--- src/rtl/conv_seq_pkg.sv ---
// Package: shared types for the conversion sequencer.
// Assumes nothing beyond IEEE 1800-2017 enums.
package conv_seq_pkg;

    // Engine state: idle or working through a channel list.
    typedef enum logic {
        ENG_IDLE = 1'b0,
        ENG_RUN  = 1'b1
    } eng_state_t;

endpackage

--- src/rtl/conv_mask_select.sv ---
// Module: conv_mask_select
// Holds the host-written channel-select register and offers the live
// channel mask, chosen between that register and the select pins.
// Assumes cs_n, rd_n, wr_n and db_in are synchronous to clk; a write
// is taken on the clock that first sees wr_n high after it was low.
module conv_mask_select #(
    parameter int NCH = 4
) (
    input  logic           clk,
    input  logic           rst_n,
    input  logic           cs_n,
    input  logic           rd_n,
    input  logic           wr_n,
    input  logic [NCH-1:0] db_in,
    input  logic [NCH-1:0] sel_pins,
    input  logic           sw_mode,
    output logic [NCH-1:0] mask_now
);

    logic           wr_q;
    logic [NCH-1:0] chsel_q;
    logic           wr_take;

    // Purpose: a write is accepted on wr_n rising with cs_n low and rd_n high.
    assign wr_take = wr_n && !wr_q && !cs_n && rd_n;

    // Purpose: remember the previous write strobe level for edge finding.
    always_ff @(posedge clk) begin
        if (!rst_n) wr_q <= 1'b1;
        else        wr_q <= wr_n;
    end

    // Purpose: load the channel-select register on an accepted write.
    always_ff @(posedge clk) begin
        if (!rst_n)       chsel_q <= '0;
        else if (wr_take) chsel_q <= db_in;
    end

    // Purpose: pick the live mask source by mode.
    always_comb begin
        mask_now = sw_mode ? chsel_q : sel_pins;
    end

    // the register only changes after a legal write edge.
    a_r13_write_gated: assert property (@(posedge clk) disable iff (!rst_n)
        !$stable(chsel_q) |-> $past(!cs_n && rd_n && !wr_q));

endmodule

--- src/rtl/conv_engine.sv ---
// Module: conv_engine
// Finds the convert-start edge, freezes samples and mask, then steps
// through the selected channels in ascending order, CONV_CLKS clocks
// each. It produces busy, a one-clock low end-of-conversion pulse per
// channel, and a result write for each finished channel.
// Assumes conv_start is synchronous to clk. Samples are straight binary;
// TWOS_COMP=1 inverts the MSB to form two's complement.
module conv_engine
    import conv_seq_pkg::*;
#(
    parameter int NCH       = 4,
    parameter int DW        = 12,
    parameter int CONV_CLKS = 14,
    parameter bit TWOS_COMP = 1'b1,
    localparam int CW       = $clog2(NCH),
    localparam int KW       = $clog2(CONV_CLKS)
) (
    input  logic              clk,
    input  logic              rst_n,
    input  logic              conv_start,
    input  logic [NCH-1:0]    mask_now,
    input  logic [NCH*DW-1:0] samples,
    output logic              busy,
    output logic              eoc_n,
    output logic              seq_start,
    output logic [CW:0]       seq_len,
    output logic              res_we,
    output logic [CW-1:0]     res_slot,
    output logic [DW-1:0]     res_data
);

    localparam logic [KW-1:0] LAST_CNT = KW'(CONV_CLKS - 1);

    eng_state_t     state_q;
    logic           start_q;
    logic [NCH-1:0] act_mask;
    logic [CW-1:0]  ch_q;
    logic [CW-1:0]  slot_q;
    logic [KW-1:0]  cnt_q;
    logic           eoc_n_q;
    logic [CW:0]    len_q;
    logic [DW-1:0]  fmt   [NCH];
    logic [DW-1:0]  hold  [NCH];
    logic           ch_done;
    logic           more_left;
    logic [CW-1:0]  next_ch;

    // Purpose: lowest set mask bit at or above a given index.
    function automatic logic [CW-1:0] lowest_from(input logic [NCH-1:0] m,
                                                  input int from);
        lowest_from = '0;
        for (int i = NCH - 1; i >= 0; i--) begin
            if (m[i] && i >= from) lowest_from = CW'(i);
        end
    endfunction

    // Purpose: true when any mask bit at or above an index is set.
    function automatic logic any_from(input logic [NCH-1:0] m, input int from);
        any_from = 1'b0;
        for (int i = 0; i < NCH; i++) begin
            if (m[i] && i >= from) any_from = 1'b1;
        end
    endfunction

    // Per-channel output coding chosen by parameter.
    for (genvar g = 0; g < NCH; g++) begin : g_fmt
        if (TWOS_COMP) begin : g_twos
            assign fmt[g] = samples[g*DW +: DW] ^ {1'b1, {(DW-1){1'b0}}};
        end else begin : g_bin
            assign fmt[g] = samples[g*DW +: DW];
        end
    end

    // Purpose: accept a start edge only when idle and the mask is not empty.
    assign seq_start = conv_start && !start_q && (state_q == ENG_IDLE)
                       && (|mask_now);

    // Purpose: decode end of the current channel and what follows it.
    assign ch_done   = (state_q == ENG_RUN) && (cnt_q == LAST_CNT);
    assign more_left = any_from(act_mask, int'(ch_q) + 1);
    assign next_ch   = lowest_from(act_mask, int'(ch_q) + 1);

    // Purpose: remember the previous convert-start level.
    always_ff @(posedge clk) begin
        if (!rst_n) start_q <= 1'b1;
        else        start_q <= conv_start;
    end

    // Purpose: sequence state, channel, slot and clock counter.
    always_ff @(posedge clk) begin
        if (!rst_n) begin
            state_q  <= ENG_IDLE;
            act_mask <= '0;
            ch_q     <= '0;
            slot_q   <= '0;
            cnt_q    <= '0;
            len_q    <= '0;
        end else if (seq_start) begin
            state_q  <= ENG_RUN;
            act_mask <= mask_now;
            ch_q     <= lowest_from(mask_now, 0);
            slot_q   <= '0;
            cnt_q    <= '0;
            len_q    <= (CW+1)'($countones(mask_now));
        end else if (ch_done) begin
            cnt_q <= '0;
            if (more_left) begin
                ch_q   <= next_ch;
                slot_q <= slot_q + 1'b1;
            end else begin
                state_q <= ENG_IDLE;
            end
        end else if (state_q == ENG_RUN) begin
            cnt_q <= cnt_q + 1'b1;
        end
    end

    // Purpose: freeze every sample code at the accepted start edge.
    always_ff @(posedge clk) begin
        if (!rst_n) begin
            for (int i = 0; i < NCH; i++) hold[i] <= '0;
        end else if (seq_start) begin
            for (int i = 0; i < NCH; i++) hold[i] <= fmt[i];
        end
    end

    // Purpose: one-clock low end-of-conversion pulse after each channel.
    always_ff @(posedge clk) begin
        if (!rst_n) eoc_n_q <= 1'b1;
        else        eoc_n_q <= !ch_done;
    end

    assign busy     = (state_q == ENG_RUN);
    assign eoc_n    = eoc_n_q;
    assign seq_len  = (CW+1)'($countones(mask_now));
    assign res_we   = ch_done;
    assign res_slot = slot_q;
    assign res_data = hold[ch_q];

    // busy only rises after an accepted start edge.
    a_r1_busy_from_start: assert property (@(posedge clk) disable iff (!rst_n)
        $rose(busy) |-> $past(seq_start));

    // the per-channel counter never passes its last value.
    a_r6_count_bound: assert property (@(posedge clk) disable iff (!rst_n)
        busy |-> (cnt_q <= LAST_CNT));

    // each end-of-conversion pulse lasts one clock.
    a_r7_eoc_one_clock: assert property (@(posedge clk) disable iff (!rst_n)
        !eoc_n |=> eoc_n);

    // a pulse only follows a clock in which a run was active.
    a_r7_eoc_in_run: assert property (@(posedge clk) disable iff (!rst_n)
        $fell(eoc_n) |-> $past(busy));

    // the captured mask holds still through a run.
    a_r2_mask_frozen: assert property (@(posedge clk) disable iff (!rst_n)
        (busy && $past(busy)) |-> $stable(act_mask));

    // the slot index stays inside the captured channel count.
    a_r6_slot_bound: assert property (@(posedge clk) disable iff (!rst_n)
        busy |-> ({1'b0, slot_q} < len_q));

endmodule

--- src/rtl/conv_readback.sv ---
// Module: conv_readback
// Stores results into a slot bank and returns them over the host read
// strobes, with a pointer that starts at slot 1 on each run, advances
// per completed read and wraps after the last converted slot.
// Assumes cs_n and rd_n are synchronous to clk; db_out is zero while
// db_oe is low so an external pad driver sees a clean value.
module conv_readback #(
    parameter int NCH = 4,
    parameter int DW  = 12,
    localparam int CW = $clog2(NCH)
) (
    input  logic          clk,
    input  logic          rst_n,
    input  logic          cs_n,
    input  logic          rd_n,
    input  logic          seq_start,
    input  logic [CW:0]   seq_len,
    input  logic          res_we,
    input  logic [CW-1:0] res_slot,
    input  logic [DW-1:0] res_data,
    output logic [DW-1:0] db_out,
    output logic          db_oe,
    output logic          first_data
);

    logic [DW-1:0] bank [NCH];
    logic [CW-1:0] ptr_q;
    logic [CW:0]   len_q;
    logic          rd_q;
    logic          rd_done;
    logic          at_end;

    // Purpose: a read completes on rd_n rising while selected.
    assign rd_done = rd_n && !rd_q && !cs_n;
    assign at_end  = ({1'b0, ptr_q} == (len_q - 1'b1));

    // Purpose: remember the previous read strobe level.
    always_ff @(posedge clk) begin
        if (!rst_n) rd_q <= 1'b1;
        else        rd_q <= rd_n;
    end

    // Purpose: write each finished result into its slot.
    always_ff @(posedge clk) begin
        if (!rst_n) begin
            for (int i = 0; i < NCH; i++) bank[i] <= '0;
        end else if (res_we) begin
            bank[res_slot] <= res_data;
        end
    end

    // Purpose: pointer home on a start, step and wrap on each read.
    always_ff @(posedge clk) begin
        if (!rst_n) begin
            ptr_q <= '0;
            len_q <= (CW+1)'(1);
        end else if (seq_start) begin
            ptr_q <= '0;
            len_q <= seq_len;
        end else if (rd_done) begin
            ptr_q <= at_end ? '0 : ptr_q + 1'b1;
        end
    end

    // Purpose: drive the bus only during a selected read.
    always_comb begin
        db_oe  = !cs_n && !rd_n;
        db_out = db_oe ? bank[ptr_q] : '0;
    end

    assign first_data = (ptr_q == '0);

    // after an accepted start the pointer is back at slot 1.
    a_r8_home_after_start: assert property (@(posedge clk) disable iff (!rst_n)
        seq_start |=> first_data);

    // the pointer stays inside the converted range.
    a_r8_ptr_bound: assert property (@(posedge clk) disable iff (!rst_n)
        ({1'b0, ptr_q} < len_q));

endmodule

--- src/rtl/conv_sequencer.sv ---
// Module: conv_sequencer (top)
// Ties together mask selection, the conversion engine and the result
// readback. One clock serves as both the system and conversion clock.
// Assumes every input is synchronous to clk.
module conv_sequencer #(
    parameter int NCH       = 4,
    parameter int DW        = 12,
    parameter int CONV_CLKS = 14,
    parameter bit TWOS_COMP = 1'b1,
    localparam int CW       = $clog2(NCH)
) (
    input  logic              clk,
    input  logic              rst_n,
    input  logic              conv_start,
    input  logic              cs_n,
    input  logic              rd_n,
    input  logic              wr_n,
    input  logic [NCH-1:0]    db_in,
    output logic [DW-1:0]     db_out,
    output logic              db_oe,
    input  logic [NCH-1:0]    sel_pins,
    input  logic              sw_mode,
    input  logic [NCH*DW-1:0] samples,
    output logic              busy,
    output logic              eoc_n,
    output logic              first_data
);

    logic [NCH-1:0] mask_now;
    logic           seq_start;
    logic [CW:0]    seq_len;
    logic           res_we;
    logic [CW-1:0]  res_slot;
    logic [DW-1:0]  res_data;

    conv_mask_select #(.NCH(NCH)) u_mask (
        .clk      (clk),
        .rst_n    (rst_n),
        .cs_n     (cs_n),
        .rd_n     (rd_n),
        .wr_n     (wr_n),
        .db_in    (db_in),
        .sel_pins (sel_pins),
        .sw_mode  (sw_mode),
        .mask_now (mask_now)
    );

    conv_engine #(
        .NCH       (NCH),
        .DW        (DW),
        .CONV_CLKS (CONV_CLKS),
        .TWOS_COMP (TWOS_COMP)
    ) u_engine (
        .clk        (clk),
        .rst_n      (rst_n),
        .conv_start (conv_start),
        .mask_now   (mask_now),
        .samples    (samples),
        .busy       (busy),
        .eoc_n      (eoc_n),
        .seq_start  (seq_start),
        .seq_len    (seq_len),
        .res_we     (res_we),
        .res_slot   (res_slot),
        .res_data   (res_data)
    );

    conv_readback #(.NCH(NCH), .DW(DW)) u_readback (
        .clk        (clk),
        .rst_n      (rst_n),
        .cs_n       (cs_n),
        .rd_n       (rd_n),
        .seq_start  (seq_start),
        .seq_len    (seq_len),
        .res_we     (res_we),
        .res_slot   (res_slot),
        .res_data   (res_data),
        .db_out     (db_out),
        .db_oe      (db_oe),
        .first_data (first_data)
    );

endmodule

--- config.mk ---
export PLATFORM = sky130hd
export DESIGN_NAME = conv_sequencer
export DESIGN_NICKNAME = d
export VERILOG_FILES = /design/src/rtl/conv_seq_pkg.sv /design/src/rtl/conv_mask_select.sv /design/src/rtl/conv_engine.sv /design/src/rtl/conv_readback.sv /design/src/rtl/conv_sequencer.sv
export SDC_FILE = /design/constraint.sdc
export NUM_CORES = 1
export LEC_CHECK = 0
export ABC_AREA = 1
export BUFFER_PORTS_ARGS = -buffer_cell sky130_fd_sc_hd__buf_4
export CORE_MARGIN = 2
export CORE_UTILIZATION = 40
export CTS_BUF_LIST = sky130_fd_sc_hd__clkbuf_8
export DETAILED_ROUTE_END_ITERATION = 6
export PLACE_DENSITY_LB_ADDON = 0.2
export SYNTH_ARGS = -nofsm -noshare
export SYNTH_HDL_FRONTEND = slang
export SYNTH_HIERARCHICAL = 1
export SYNTH_SLANG_ARGS = --single-unit
--- constraint.sdc ---
create_clock -name clk -period 3.3 [get_ports clk]
set_input_delay 0.495 -clock clk [delete_from_list [all_inputs] [get_ports clk]]
set_output_delay 0.495 -clock clk [all_outputs]
set_load 0.005 [all_outputs]
==> reports/results.tsv <==
metric	value	unit
outcome	completed	
Final period util	75.44	%
Compound-Gate Fraction of Synth Area	8.321	%
vias in the first global route	3877	
H-tree depth	4	
# diodes	0	
HPWL after DPL	7765	um
Synth Cell Area	0.005849	mm^2
crit path launch type	register	
FP Rows	44	
Max Clk Rate	401.7	MHz
Post-DRT Antenna Nets	0	
total number of vias	4159	
Comb pwr share	8.4	%
Hold WC Path Type	in -> reg	
Slew Viols, Final	0	
minimum clock period	2489	ps
Max rail drop VDD	0.0002168	V
Setup Crit Path Kind	reg -> out	
clock buffer depth	2	
synth unique cells	31	
Worst-Margin Slew	672.0	ps
switching share of total power	23.86	%
Setup TNS Final	0	ps
RSZ-0062 raised after global routing	false	
Pre-antenna DRT Iters	5	
EDFF count, synth	96	
GRT Util Overall	15.00	%
Fillers	1348	
GP Congestion	0.8033	
Chip Height	124.9	um
Synth Area in Adders	1.840	%
Synth Area in Simple Gates	20.09	%
static leakage	3.057	nW
Reg clk slew, reported paths	70	ps
DR iter-0 viols	240	
synth warn	6	
cell-internal power	0.002535	W
die width	124.9	um
dpl cells	870	
DIE AREA	0.01561	mm^2
critical path arrival	1990	ps
Seq pwr share	53.3	%
sequential share of the synthesized area	59.21	%
register area	0.003463	mm^2
CP Max Fanout	13	
FFs w/ async S/R, synth	0	%
P per Cell Area	483.6	mW/mm^2
hold-fix buffers at CTS	0	
Multi-input gate area	0.001841	mm^2
drt via density	4.611	
mux cell area share after synthesis	0.7701	%
largest net degree at the start of global routing	53	
Routed Wire Length	11310	um
TritonCTS buffer count	17	
Worst slew margin	55.15	%
Most used DFF post-synth	edfxtp_1	
first-pass GRT wire length	18910	um
Final Hold Viols	0	
DRC errors left	0	
Syn-to-layout area delta	17.71	%
largest family of logic cells by synthesized area	simple AND/OR/NAND/NOR gates	
Root Buffer	clkbuf_8	
post-synthesis cell count	631	
final core occ	47.74	%
Post-Synth XOR/XNOR Area	0.4492	%
fraction of layout cells with a size suffix above 1	19.36	%
# setup viols final	0	
fin nets	776	
worst clock skew	9.995	ps
CTS resizes	0	
clk_lat worst skew	430	ps
# IOs	79	
initial antenna violation count	0	
clock share of power	38.2	%
CORE AREA	0.01442	mm^2
initial core utilization	40.55	%
Mean Syn Cell Area	9.270	um^2
DR WL/cell	12.54	um
FF+latch count, synth	125	
clock sink count	125	
Setup Buffers After CTS	0	
max-capacitance violation count	0	
fin cells	902	
CP required	2800	ps
Crit. End Element	output pin	
total global routing overflow	0	
Mapped Nets	702	
port buffer count	78	
CTS tree	yes	
Psw	0.0007945	W
[cell families after synthesis]
group,count (synthesis)
AOI/OAI and AO/OA,93
xor gates and xnor gates,3
adders and majority gates,8
buffers and inverters,122
DFF,125
muxes,4
and+or+nand+nor,276
[cell usage in the layout (no fill, tap or decap), types with 7 or more instances in the layout]
master,Yosys,layout
a21oi_1,24,24
buf_4,4,81
clkbuf_8,0,17
dfxtp_1,29,29
edfxtp_1,96,96
ha_1,7,7
inv_1,90,91
nand2_1,55,55
nand3_1,14,14
nor2_1,175,175
nor3_1,13,13
o21ai_0,55,55
o22ai_1,12,12
[routing by layer]
| metal | part of all wire [%] | vias up | global-route usage, % |
|---|---|---|---|
| met1 | 50 | 1857 | 21.88 |
| met5 | 0 | - | 0 |
| li1 | - | 2181 | - |
| met4 | 0.97 | 0 | 4.706 |
| met2 | 43 | 111 | 21.79 |
| met3 | 5.3 | 10 | 4.210 |
[worst max-delay path: stages (launching register included)]
cell	delay (ps)
dfxtp_1	640
inv_1	320
nor2_1	160
o21ai_0	130
a21oi_1	180
buf_4	130
[registers in the layout (all words and copies together) (netlist names), named ones only]
| signal | cells |
|---|---|
| u_engine/busy | 1 |
| u_engine/res_slot | 2 |
| u_readback/ptr_q | 2 |
| u_engine/cnt_q | 4 |
| u_readback/bank | 48 |
| u_readback/rd_q | 1 |
| u_mask/chsel_q | 4 |
| u_engine/ch_q | 2 |
| u_readback/len_q | 3 |
| u_mask/wr_q | 1 |
| u_engine/start_q | 1 |
| u_engine/act_mask | 3 |
| u_engine/hold | 48 |
| u_engine/eoc_n | 1 |
[worst paths after layout]
kind / start / end / slack, ps / depth (start not counted)
setup / recovery: register / db_out[9] / 810 / 5
hold reg to reg: u_readback/len_q[1] / u_readback/len_q[1] / 480 / 2
setup reg to reg: u_engine/cnt_q[0] / u_readback/bank[1][11] / 990 / 7
hold / removal: conv_start / u_engine/start_q / 250 / 3
[power by group through the flow]
stage | Sequential (W) | Combinational, W | Clock, W
after global routing | 0.00178 | 0.000321 | 0.00138
after floorplan | 0.00180 | 0.000171 | 0
final | 0.00178 | 0.000280 | 0.00127
after detailed placement | 0.00181 | 0.000282 | 0
after CTS | 0.00178 | 0.000283 | 0.00131
after global placement | 0.00181 | 0.000277 | 0
[stage by stage]
stage          instance area, um^2  power [W]  hold WS (ps)  setup WS [ps]
2_1_floorplan                 5849   0.001972         428.6           1040
3_3_place_gp                  6505   0.002087         450.7          933.3
3_5_place_dp                  6505   0.002094         461.0          854.1
4_1_cts                       6885   0.003371         224.2          762.7
5_1_grt                       6885   0.003483         228.6          597.3
6_report                      6885   0.003329         253.1          810.5
[cell usage after synthesis, drive strengths merged, types with 2 or more instances]
library cell	n	share of area, %
edfxtp	96	49
nor2	184	13
mux2	4	0.77
xor2	2	0.30
or2	2	0.21
clkbuf	8	0.56
dfxtp	29	9.9
buf	18	2.6
nand2	62	4.8
ha	7	1.5
o21ai	56	4.9
o22ai	12	1.3
inv	96	6.2
a21oi	24	2.1
nor3	14	1.3
nand3	14	1.2
[layout make-up]
type	count	area share, %
sequential	125	50.30
multi-input combinational	384	26.73
timing repair buffer	81	8.832
inverter	96	5.270
clock buffer	17	3.398
tap	184	3.344
clock inverter	15	2.126
No activity file was read; power rests on OpenSTA's default activity.
